==> src/rtl/tq_pkg.sv <==
package tq_pkg;

  typedef enum logic [1:0] {
    SRC_NONE = 2'b00,
    SRC_CPU  = 2'b01,
    SRC_COP  = 2'b10,
    SRC_BOTH = 2'b11
  } tq_src_e;

  typedef enum logic [1:0] {
    RNG_ALL      = 2'b00,
    RNG_BELOW_HI = 2'b01,
    RNG_ABOVE_LO = 2'b10,
    RNG_RSVD     = 2'b11
  } tq_rng_e;

  typedef enum logic [1:0] {
    MODE_NORMAL = 2'b00,
    MODE_LOOP   = 2'b01,
    MODE_DETAIL = 2'b10,
    MODE_RSVD   = 2'b11
  } tq_mode_e;

  // Field order is behaviour: software addresses fields by bit position.
  typedef struct packed {
    tq_src_e    src;    // 7:6
    tq_rng_e    rng;    // 5:4
    tq_mode_e   mode;   // 3:2
    logic [1:0] align;  // 1:0
  } tq_cfg_t;

  localparam int TQ_NUM_SRC  = 2;
  localparam int TQ_CPU_LANE = 0;
  localparam int TQ_COP_LANE = 1;
  localparam int TQ_CFG_W    = $bits(tq_cfg_t);

endpackage

==> src/rtl/tq_rst_sync.sv <==
module tq_rst_sync #(
  parameter int STAGES = 2
) (
  input  logic clk,
  input  logic rst_n,
  output logic rst_sync_n
);

  logic [STAGES-1:0] sync_q;
  logic [STAGES-1:0] sync_d;

  always_comb begin
    sync_d = {sync_q[STAGES-2:0], 1'b1};
  end

  always_ff @(posedge clk or negedge rst_n) begin
    if (!rst_n) begin
      sync_q <= '0;
    end else begin
      sync_q <= sync_d;
    end
  end

  assign rst_sync_n = sync_q[STAGES-1];

endmodule

==> src/rtl/tq_ctrl_reg.sv <==
module tq_ctrl_reg
  import tq_pkg::*;
(
  input  logic                clk,
  input  logic                rst_n,
  input  logic                secure,
  input  logic                armed,
  input  logic                wr,
  input  logic [TQ_CFG_W-1:0] wdata,
  output tq_cfg_t             cfg
);

  localparam int SRC_LSB = TQ_CFG_W - 2;

  logic [TQ_CFG_W-1:0] cfg_q;
  logic [TQ_CFG_W-1:0] cfg_d;
  logic                cfg_en;
  logic                src_wr_ok;

  // Clock enable: any accepted write needs the block disarmed.
  assign cfg_en    = wr & ~armed;
  assign src_wr_ok = ~secure;

  always_comb begin
    cfg_d = cfg_q;
    cfg_d[SRC_LSB-1:0] = wdata[SRC_LSB-1:0];
    if (src_wr_ok) begin
      cfg_d[TQ_CFG_W-1:SRC_LSB] = wdata[TQ_CFG_W-1:SRC_LSB];
    end
  end

  always_ff @(posedge clk or negedge rst_n) begin
    if (!rst_n) begin
      cfg_q <= '0;
    end else if (cfg_en) begin
      cfg_q <= cfg_d;
    end
  end

  assign cfg = tq_cfg_t'(cfg_q);

endmodule

==> src/rtl/tq_range_chk.sv <==
module tq_range_chk
  import tq_pkg::*;
#(
  parameter int ADDR_W = 23
) (
  input  tq_rng_e           rng,
  input  logic              filt_en,
  input  logic [ADDR_W-1:0] addr,
  input  logic [ADDR_W-1:0] lo_addr,
  input  logic [ADDR_W-1:0] hi_addr,
  output logic              pass
);

  logic le_hi;
  logic ge_lo;

  assign le_hi = (addr <= hi_addr);
  assign ge_lo = (addr >= lo_addr);

  always_comb begin
    pass = 1'b1;
    if (filt_en) begin
      unique case (rng)
        RNG_BELOW_HI: pass = le_hi;
        RNG_ABOVE_LO: pass = ge_lo;
        default:      pass = 1'b1;
      endcase
    end
  end

endmodule

==> src/rtl/tq_lane.sv <==
module tq_lane
  import tq_pkg::*;
(
  input  logic     trace_ok,
  input  logic     src_on,
  input  logic     detail_ok,
  input  tq_mode_e mode,
  input  logic     rng_pass,
  input  logic     evt_vld,
  input  logic     evt_cof,
  output logic     cand
);

  logic mode_hit;

  always_comb begin
    unique case (mode)
      MODE_NORMAL, MODE_LOOP: mode_hit = evt_vld & evt_cof;
      MODE_DETAIL:            mode_hit = evt_vld & detail_ok & rng_pass;
      default:                mode_hit = 1'b0;
    endcase
  end

  assign cand = trace_ok & src_on & mode_hit;

endmodule

==> src/rtl/tq_store_stage.sv <==
module tq_store_stage #(
  parameter int ADDR_W  = 23,
  parameter int DATA_W  = 16,
  parameter int NUM_SRC = 2,
  parameter int SEL_W   = (NUM_SRC > 1) ? $clog2(NUM_SRC) : 1
) (
  input  logic                           clk,
  input  logic                           rst_n,
  input  logic                           armed,
  input  logic                           loop_mode,
  input  logic [NUM_SRC-1:0]             cand,
  input  logic [NUM_SRC-1:0][ADDR_W-1:0] lane_addr,
  input  logic [NUM_SRC-1:0][DATA_W-1:0] lane_data,
  output logic                           st_vld,
  output logic [SEL_W-1:0]               st_src,
  output logic [ADDR_W-1:0]              st_addr,
  output logic [DATA_W-1:0]              st_data
);

  logic [NUM_SRC-1:0] redundant;
  logic [NUM_SRC-1:0] lane_ok;
  logic [SEL_W-1:0]   sel_d;
  logic               store_d;

  logic               last_vld_q;
  logic               last_vld_d;
  logic [ADDR_W-1:0]  last_addr_q;

  // Per-lane repeat detection against the last stored address.
  for (genvar g = 0; g < NUM_SRC; g++) begin : g_lane
    assign redundant[g] = loop_mode & last_vld_q & (lane_addr[g] == last_addr_q);
    assign lane_ok[g]   = cand[g] & ~redundant[g];
  end

  // Fixed priority: the lowest lane index wins.
  always_comb begin
    sel_d = '0;
    for (int i = NUM_SRC - 1; i >= 0; i--) begin
      if (lane_ok[i]) begin
        sel_d = SEL_W'(i);
      end
    end
  end

  assign store_d = |lane_ok;

  always_comb begin
    last_vld_d = last_vld_q;
    if (!armed) begin
      last_vld_d = 1'b0;
    end else if (store_d) begin
      last_vld_d = 1'b1;
    end
  end

  always_ff @(posedge clk or negedge rst_n) begin
    if (!rst_n) begin
      st_vld     <= 1'b0;
      last_vld_q <= 1'b0;
    end else begin
      st_vld     <= store_d;
      last_vld_q <= last_vld_d;
    end
  end

  always_ff @(posedge clk or negedge rst_n) begin
    if (!rst_n) begin
      st_src      <= '0;
      st_addr     <= '0;
      st_data     <= '0;
      last_addr_q <= '0;
    end else if (store_d) begin
      st_src      <= sel_d;
      st_addr     <= lane_addr[sel_d];
      st_data     <= lane_data[sel_d];
      last_addr_q <= lane_addr[sel_d];
    end
  end

endmodule

==> src/rtl/trace_qual_ctrl.sv <==
module trace_qual_ctrl
  import tq_pkg::*;
#(
  parameter int ADDR_W = 23,
  parameter int DATA_W = 16
) (
  input  logic              clk,
  input  logic              rst_n,
  input  logic              secure,
  input  logic              armed,
  input  logic              dbg_en,
  input  logic              reg_wr,
  input  logic [7:0]        reg_wdata,
  output logic [7:0]        reg_rdata,
  input  logic              cpu_vld,
  input  logic              cpu_cof,
  input  logic [ADDR_W-1:0] cpu_addr,
  input  logic [DATA_W-1:0] cpu_data,
  input  logic              cop_vld,
  input  logic              cop_cof,
  input  logic [ADDR_W-1:0] cop_addr,
  input  logic [DATA_W-1:0] cop_data,
  input  logic [ADDR_W-1:0] rng_lo_addr,
  input  logic [ADDR_W-1:0] rng_hi_addr,
  output logic              st_vld,
  output logic              st_src,
  output logic [ADDR_W-1:0] st_addr,
  output logic [DATA_W-1:0] st_data
);

  localparam int NUM_SRC = TQ_NUM_SRC;

  logic    rst_sync_n;
  tq_cfg_t cfg;
  logic    trace_ok;
  logic    detail_ok;
  logic    cpu_filt_en;
  logic    loop_mode;

  logic [NUM_SRC-1:0]             lane_vld;
  logic [NUM_SRC-1:0]             lane_cof;
  logic [NUM_SRC-1:0][ADDR_W-1:0] lane_addr;
  logic [NUM_SRC-1:0][DATA_W-1:0] lane_data;
  logic [NUM_SRC-1:0]             lane_rng_pass;
  logic [NUM_SRC-1:0]             lane_cand;
  logic [NUM_SRC-1:0]             lane_src_on;

  tq_rst_sync #(.STAGES(2)) u_rst_sync (
    .clk        (clk),
    .rst_n      (rst_n),
    .rst_sync_n (rst_sync_n)
  );

  tq_ctrl_reg u_ctrl_reg (
    .clk    (clk),
    .rst_n  (rst_sync_n),
    .secure (secure),
    .armed  (armed),
    .wr     (reg_wr),
    .wdata  (reg_wdata),
    .cfg    (cfg)
  );

  assign reg_rdata = cfg;

  assign trace_ok    = armed & dbg_en & ~secure;
  assign detail_ok   = (cfg.src != SRC_BOTH);
  assign cpu_filt_en = (cfg.src == SRC_CPU) & (cfg.mode == MODE_DETAIL);
  assign loop_mode   = (cfg.mode == MODE_LOOP);

  // Lane order matches the source-field bit order: bit 0 CPU, bit 1 coprocessor.
  assign lane_src_on = cfg.src;

  assign lane_vld[TQ_CPU_LANE]  = cpu_vld;
  assign lane_cof[TQ_CPU_LANE]  = cpu_cof;
  assign lane_addr[TQ_CPU_LANE] = cpu_addr;
  assign lane_data[TQ_CPU_LANE] = cpu_data;
  assign lane_vld[TQ_COP_LANE]  = cop_vld;
  assign lane_cof[TQ_COP_LANE]  = cop_cof;
  assign lane_addr[TQ_COP_LANE] = cop_addr;
  assign lane_data[TQ_COP_LANE] = cop_data;

  for (genvar g = 0; g < NUM_SRC; g++) begin : g_src
    if (g == TQ_CPU_LANE) begin : g_filt
      tq_range_chk #(.ADDR_W(ADDR_W)) u_range (
        .rng     (cfg.rng),
        .filt_en (cpu_filt_en),
        .addr    (lane_addr[g]),
        .lo_addr (rng_lo_addr),
        .hi_addr (rng_hi_addr),
        .pass    (lane_rng_pass[g])
      );
    end else begin : g_nofilt
      assign lane_rng_pass[g] = 1'b1;
    end

    tq_lane u_lane (
      .trace_ok  (trace_ok),
      .src_on    (lane_src_on[g]),
      .detail_ok (detail_ok),
      .mode      (cfg.mode),
      .rng_pass  (lane_rng_pass[g]),
      .evt_vld   (lane_vld[g]),
      .evt_cof   (lane_cof[g]),
      .cand      (lane_cand[g])
    );
  end

  tq_store_stage #(
    .ADDR_W  (ADDR_W),
    .DATA_W  (DATA_W),
    .NUM_SRC (NUM_SRC),
    .SEL_W   (1)
  ) u_store (
    .clk       (clk),
    .rst_n     (rst_sync_n),
    .armed     (armed),
    .loop_mode (loop_mode),
    .cand      (lane_cand),
    .lane_addr (lane_addr),
    .lane_data (lane_data),
    .st_vld    (st_vld),
    .st_src    (st_src),
    .st_addr   (st_addr),
    .st_data   (st_data)
  );

endmodule

==> config.mk <==
export PLATFORM = sky130hd
export DESIGN_NAME = trace_qual_ctrl
export DESIGN_NICKNAME = d
export VERILOG_FILES = /design/src/rtl/tq_pkg.sv /design/src/rtl/tq_rst_sync.sv /design/src/rtl/tq_ctrl_reg.sv /design/src/rtl/tq_range_chk.sv /design/src/rtl/tq_lane.sv /design/src/rtl/tq_store_stage.sv /design/src/rtl/trace_qual_ctrl.sv
export SDC_FILE = /design/constraint.sdc
export NUM_CORES = 1
export LEC_CHECK = 0
export ABC_AREA = 1
export BUFFER_PORTS_ARGS = -buffer_cell sky130_fd_sc_hd__buf_2
export CAP_MARGIN = 20
export CORE_ASPECT_RATIO = 1.25
export CORE_MARGIN = 2
export CORE_UTILIZATION = 40
export DETAILED_ROUTE_END_ITERATION = 10
export MAX_ROUTING_LAYER = met4
export PLACE_DENSITY_LB_ADDON = 0.2
export SYNTH_ARGS = -nofsm -noshare
export SYNTH_HDL_FRONTEND = slang
export SYNTH_SLANG_ARGS = --single-unit
==> constraint.sdc <==
create_clock -name clk -period 4.2 [get_ports clk]
set_input_delay 0.63 -clock clk [delete_from_list [all_inputs] [get_ports clk]]
set_output_delay 0.63 -clock clk [all_outputs]
set_load 0.01 [all_outputs]
==> flow_summary.yaml <==
clock_tree:
  post_cts_buffers: 0
  clock_latency_of_the_later_clocked_register_in_the_worst_skew_pair_ps: 290
  clockRootBuffer: "clkbuf_16"
  hold_buffers: 0
  tritoncts_num_sinks: 52
  post_cts_resize_count: 0
  clock_tree.htree_level_count: 2
  clock_tree.buffer_depth: 2
  cts_made_buffers: 5
  clk_pin_slew_ps: 70
  tritoncts: "done"
die:
  std_cell_rows: 43
  boundaryPins: 191
  design.die.area_sq_um: 11950
  die_height_microns: 121.7
  die_width_microns: 98.16
  core_area_sq_um: 10980
  initial_cell_density_of_the_core: 0.4039
yosys:
  ys_types: 33
  synth_nets: 797
  average_footprint_of_a_synthesized_cell_sq_um: 7.303
  synthDominantAreaCellType: "dfrtp_1"
  synth_top_cells_by_area: "dfrtp_1 29%, nand3_1 19%, ha_1 14%"
  postSynthCellCount: 607
  async_reset_ff_frac: 1.000
  netlist_area_sq_um: 4433
  synth_enable_flop_cells: 0
  ys_seq_area_frac: 0.2935
  synth.top_cell.area_share: 0.2935
  ys_dominant_reg_cell: "dfrtp_1"
  yosys_warnings: 0
  ys_seq_elements: 52
drt:
  remaining_drc_errors: 0
  first_pass_iters: 4
  initialDrtViolationCount: 136
  total_routed_wirelength_microns: 13640
  final_antenna_net_count: 0
  routed_via_density: 5.167
  via_count: 4738
  route.detailed.wl_per_inst_microns: 14.88
sta:
  setup-tns-final_ps: 0
  timing.final.setup_violations: 0
  max_slew.worst_pin.slew_ps: 790.0
  finalMaxSlewViolations: 0
  setup_repair_after_global_routing_missed_its_margin: "no"
  achievable-frequency_mhz: 352.6
  report.final.hold_viol_count: 0
  timing.slew.headroom: 0.4734
  layout_worst_path_cycle_share: 0.6752
  worst_clock_skew_ps: 4.144
  layout_min_cycle_time_ps: 2836
grt:
  number_of_antenna_violations_at_the_first_check_in_global_routing: 0
  grt_use_total: 0.2321
  pin_count_of_the_biggest_net_entering_global_routing: 82
  first_global_vias: 4682
  grt-ovfl-total: 0
  grt_first_pass_wirelength_microns: 22000
finish:
  design_area_sq_um: 5582
  area.growth.synth_to_final_pct: 25.91
  layout.cells.non_filler: 917
  mostFrequentLayoutCells: "190 x buf_2, 165 x nand3_1, 105 x nand2_1"
  fin_nets: 971
  antenna_diode_count: 0
  post_route_cells_drive_above_1_share: 0.2737
  layout.cells.most_common: "buf_2"
place:
  postPlaceCellArea_sq_um: 5414
  post-dp-hpwl_microns: 10520
  number_of_instances_in_the_placed_design: 909
  port_buffers: 190
  place.gp.congestion: 0.8502
status:
  status: "finished clean"
setup_path:
  timing.critical_path.from_type: "primary input"
  worst-endpoint-arrival_ps: 3060
  worst-path-max-fanout: 81
  r2r_setup_slack_ps: 1490
  criticalPathCategory: "in2reg"
  worst_r2r_endpoint: "u_store.st_addr[6]"
  rr_worst_depth: 10
  critical_path.reg2reg.startpoint: "u_store.st_addr[19]"
  worst_endpoint_required_time_ps: 4420
  worstSetupEndpointType: "register"
flow_run:
  max_cap_viol_count: 0
power_and_ir_drop:
  vdd.ir_drop.worst_mv: 0.2254
  power.density_nw_per_um2: 412.3
  leakage_uw: 0.003134
min_path:
  worst_hold_path_type: "in2async"
## critical path, stage by stage
cell      delay [ps]
buf_2            140
ha_1             300
nand2_1           70
nor2_2           270
a21boi_1         200
nor2_1            70
nand3_1          100
nand2_1           90
nand2_1           70
nand3_1           70
nand2_2           80
nand2_4           50
nand2_4          570
nand3_1          160
nand3_1          130
## per-layer routing
| metal | vias to the layer above | GRT usage | part of all wire |
|---|---|---|---|
| met5 | - | - | 0 |
| met4 | 0 | 0.05908 | 0.017 |
| met3 | 19 | 0.02582 | 0.055 |
| met2 | 163 | 0.4114 | 0.50 |
| met1 | 2204 | 0.2835 | 0.43 |
| li1 | 2352 | - | - |
## synthesized netlist by cell type, types with 2 or more instances
library cell,instances
nand3_1,165
nand2_1,105
inv_1,79
dfrtp_1,52
ha_1,48
xnor2_1,35
nor2_1,27
a21oi_1,17
nand4_1,15
buf_4,11
buf_2,7
o21ai_0,6
xor2_1,6
clkbuf_1,4
buf_1,3
nor3_1,3
or2_2,3
a21o_1,2
nand2_2,2
nand2_4,2
nand3b_1,2
nor4_1,2
## logic make-up after synthesis
family | synth area share
AO/OA/AOI/OAI | 0.03274
buffers and inverters | 0.1061
other | 0.0008459
adder cells (fa/ha/maj) | 0.1355
AND/OR/NAND/NOR | 0.3477
flip-flops | 0.2935
XOR/XNOR | 0.08100
multiplexers | 0.002540
## per-stage QoR
step	power [uW]	hold WS, ps	worst slack (ps)	utilization
finish	2301	107.0	1364	0.5086
global route	2474	96.44	1116	0.5086
CTS	2324	101.2	1342	0.5086
detailed placement	1840	353.5	1040	0.4933
global placement	1805	337.4	1070	0.4933
floorplan	1440	331.2	2022	-
## power breakdown
part	leakage, uW	switching [uW]	internal [uW]	total (uW)
Sequential	0.000655	188	680	867
Combinational	0.00240	501	457	958
Clock	0.0000798	195	281	476
Total	0.00313	884	1420	2300
## state kept, by name, summed over array words and instances, names as in the netlist
name                cells
u_rst_sync.sync_q       2
u_store.st_data        16
u_store.last_vld_q      1
u_store.st_addr        23
u_ctrl_reg.cfg          8
u_store.st_src          1
u_store.st_vld          1
## layout make-up
cell class	count	area [sq um]
repair buffers	194	980.9
clock inverters	3	42.54
inverters	80	300.3
clock buffers	5	125.1
fillers	1135	5394
flip-flops and latches	52	1303
multi-input cells	448	2661
well taps	135	168.9
## worst max path at each step
stage | depth (start not counted) | end | from | slack (ps)
final | 15 | u_store.st_addr[6] | cpu_addr[22] | 1360
after global routing | 16 | u_store.st_addr[11] | cpu_addr[22] | 1120
after CTS | 16 | u_store.last_vld_q | cpu_addr[22] | 1340
after detailed placement | 16 | u_store.last_vld_q | cpu_addr[22] | 1040
after global placement | 16 | u_store.last_vld_q | cpu_addr[22] | 1070
after floorplan | 16 | u_store.st_addr[16] | rng_hi_addr[22] | 2020
No activity file was read; power rests on OpenSTA's default activity.
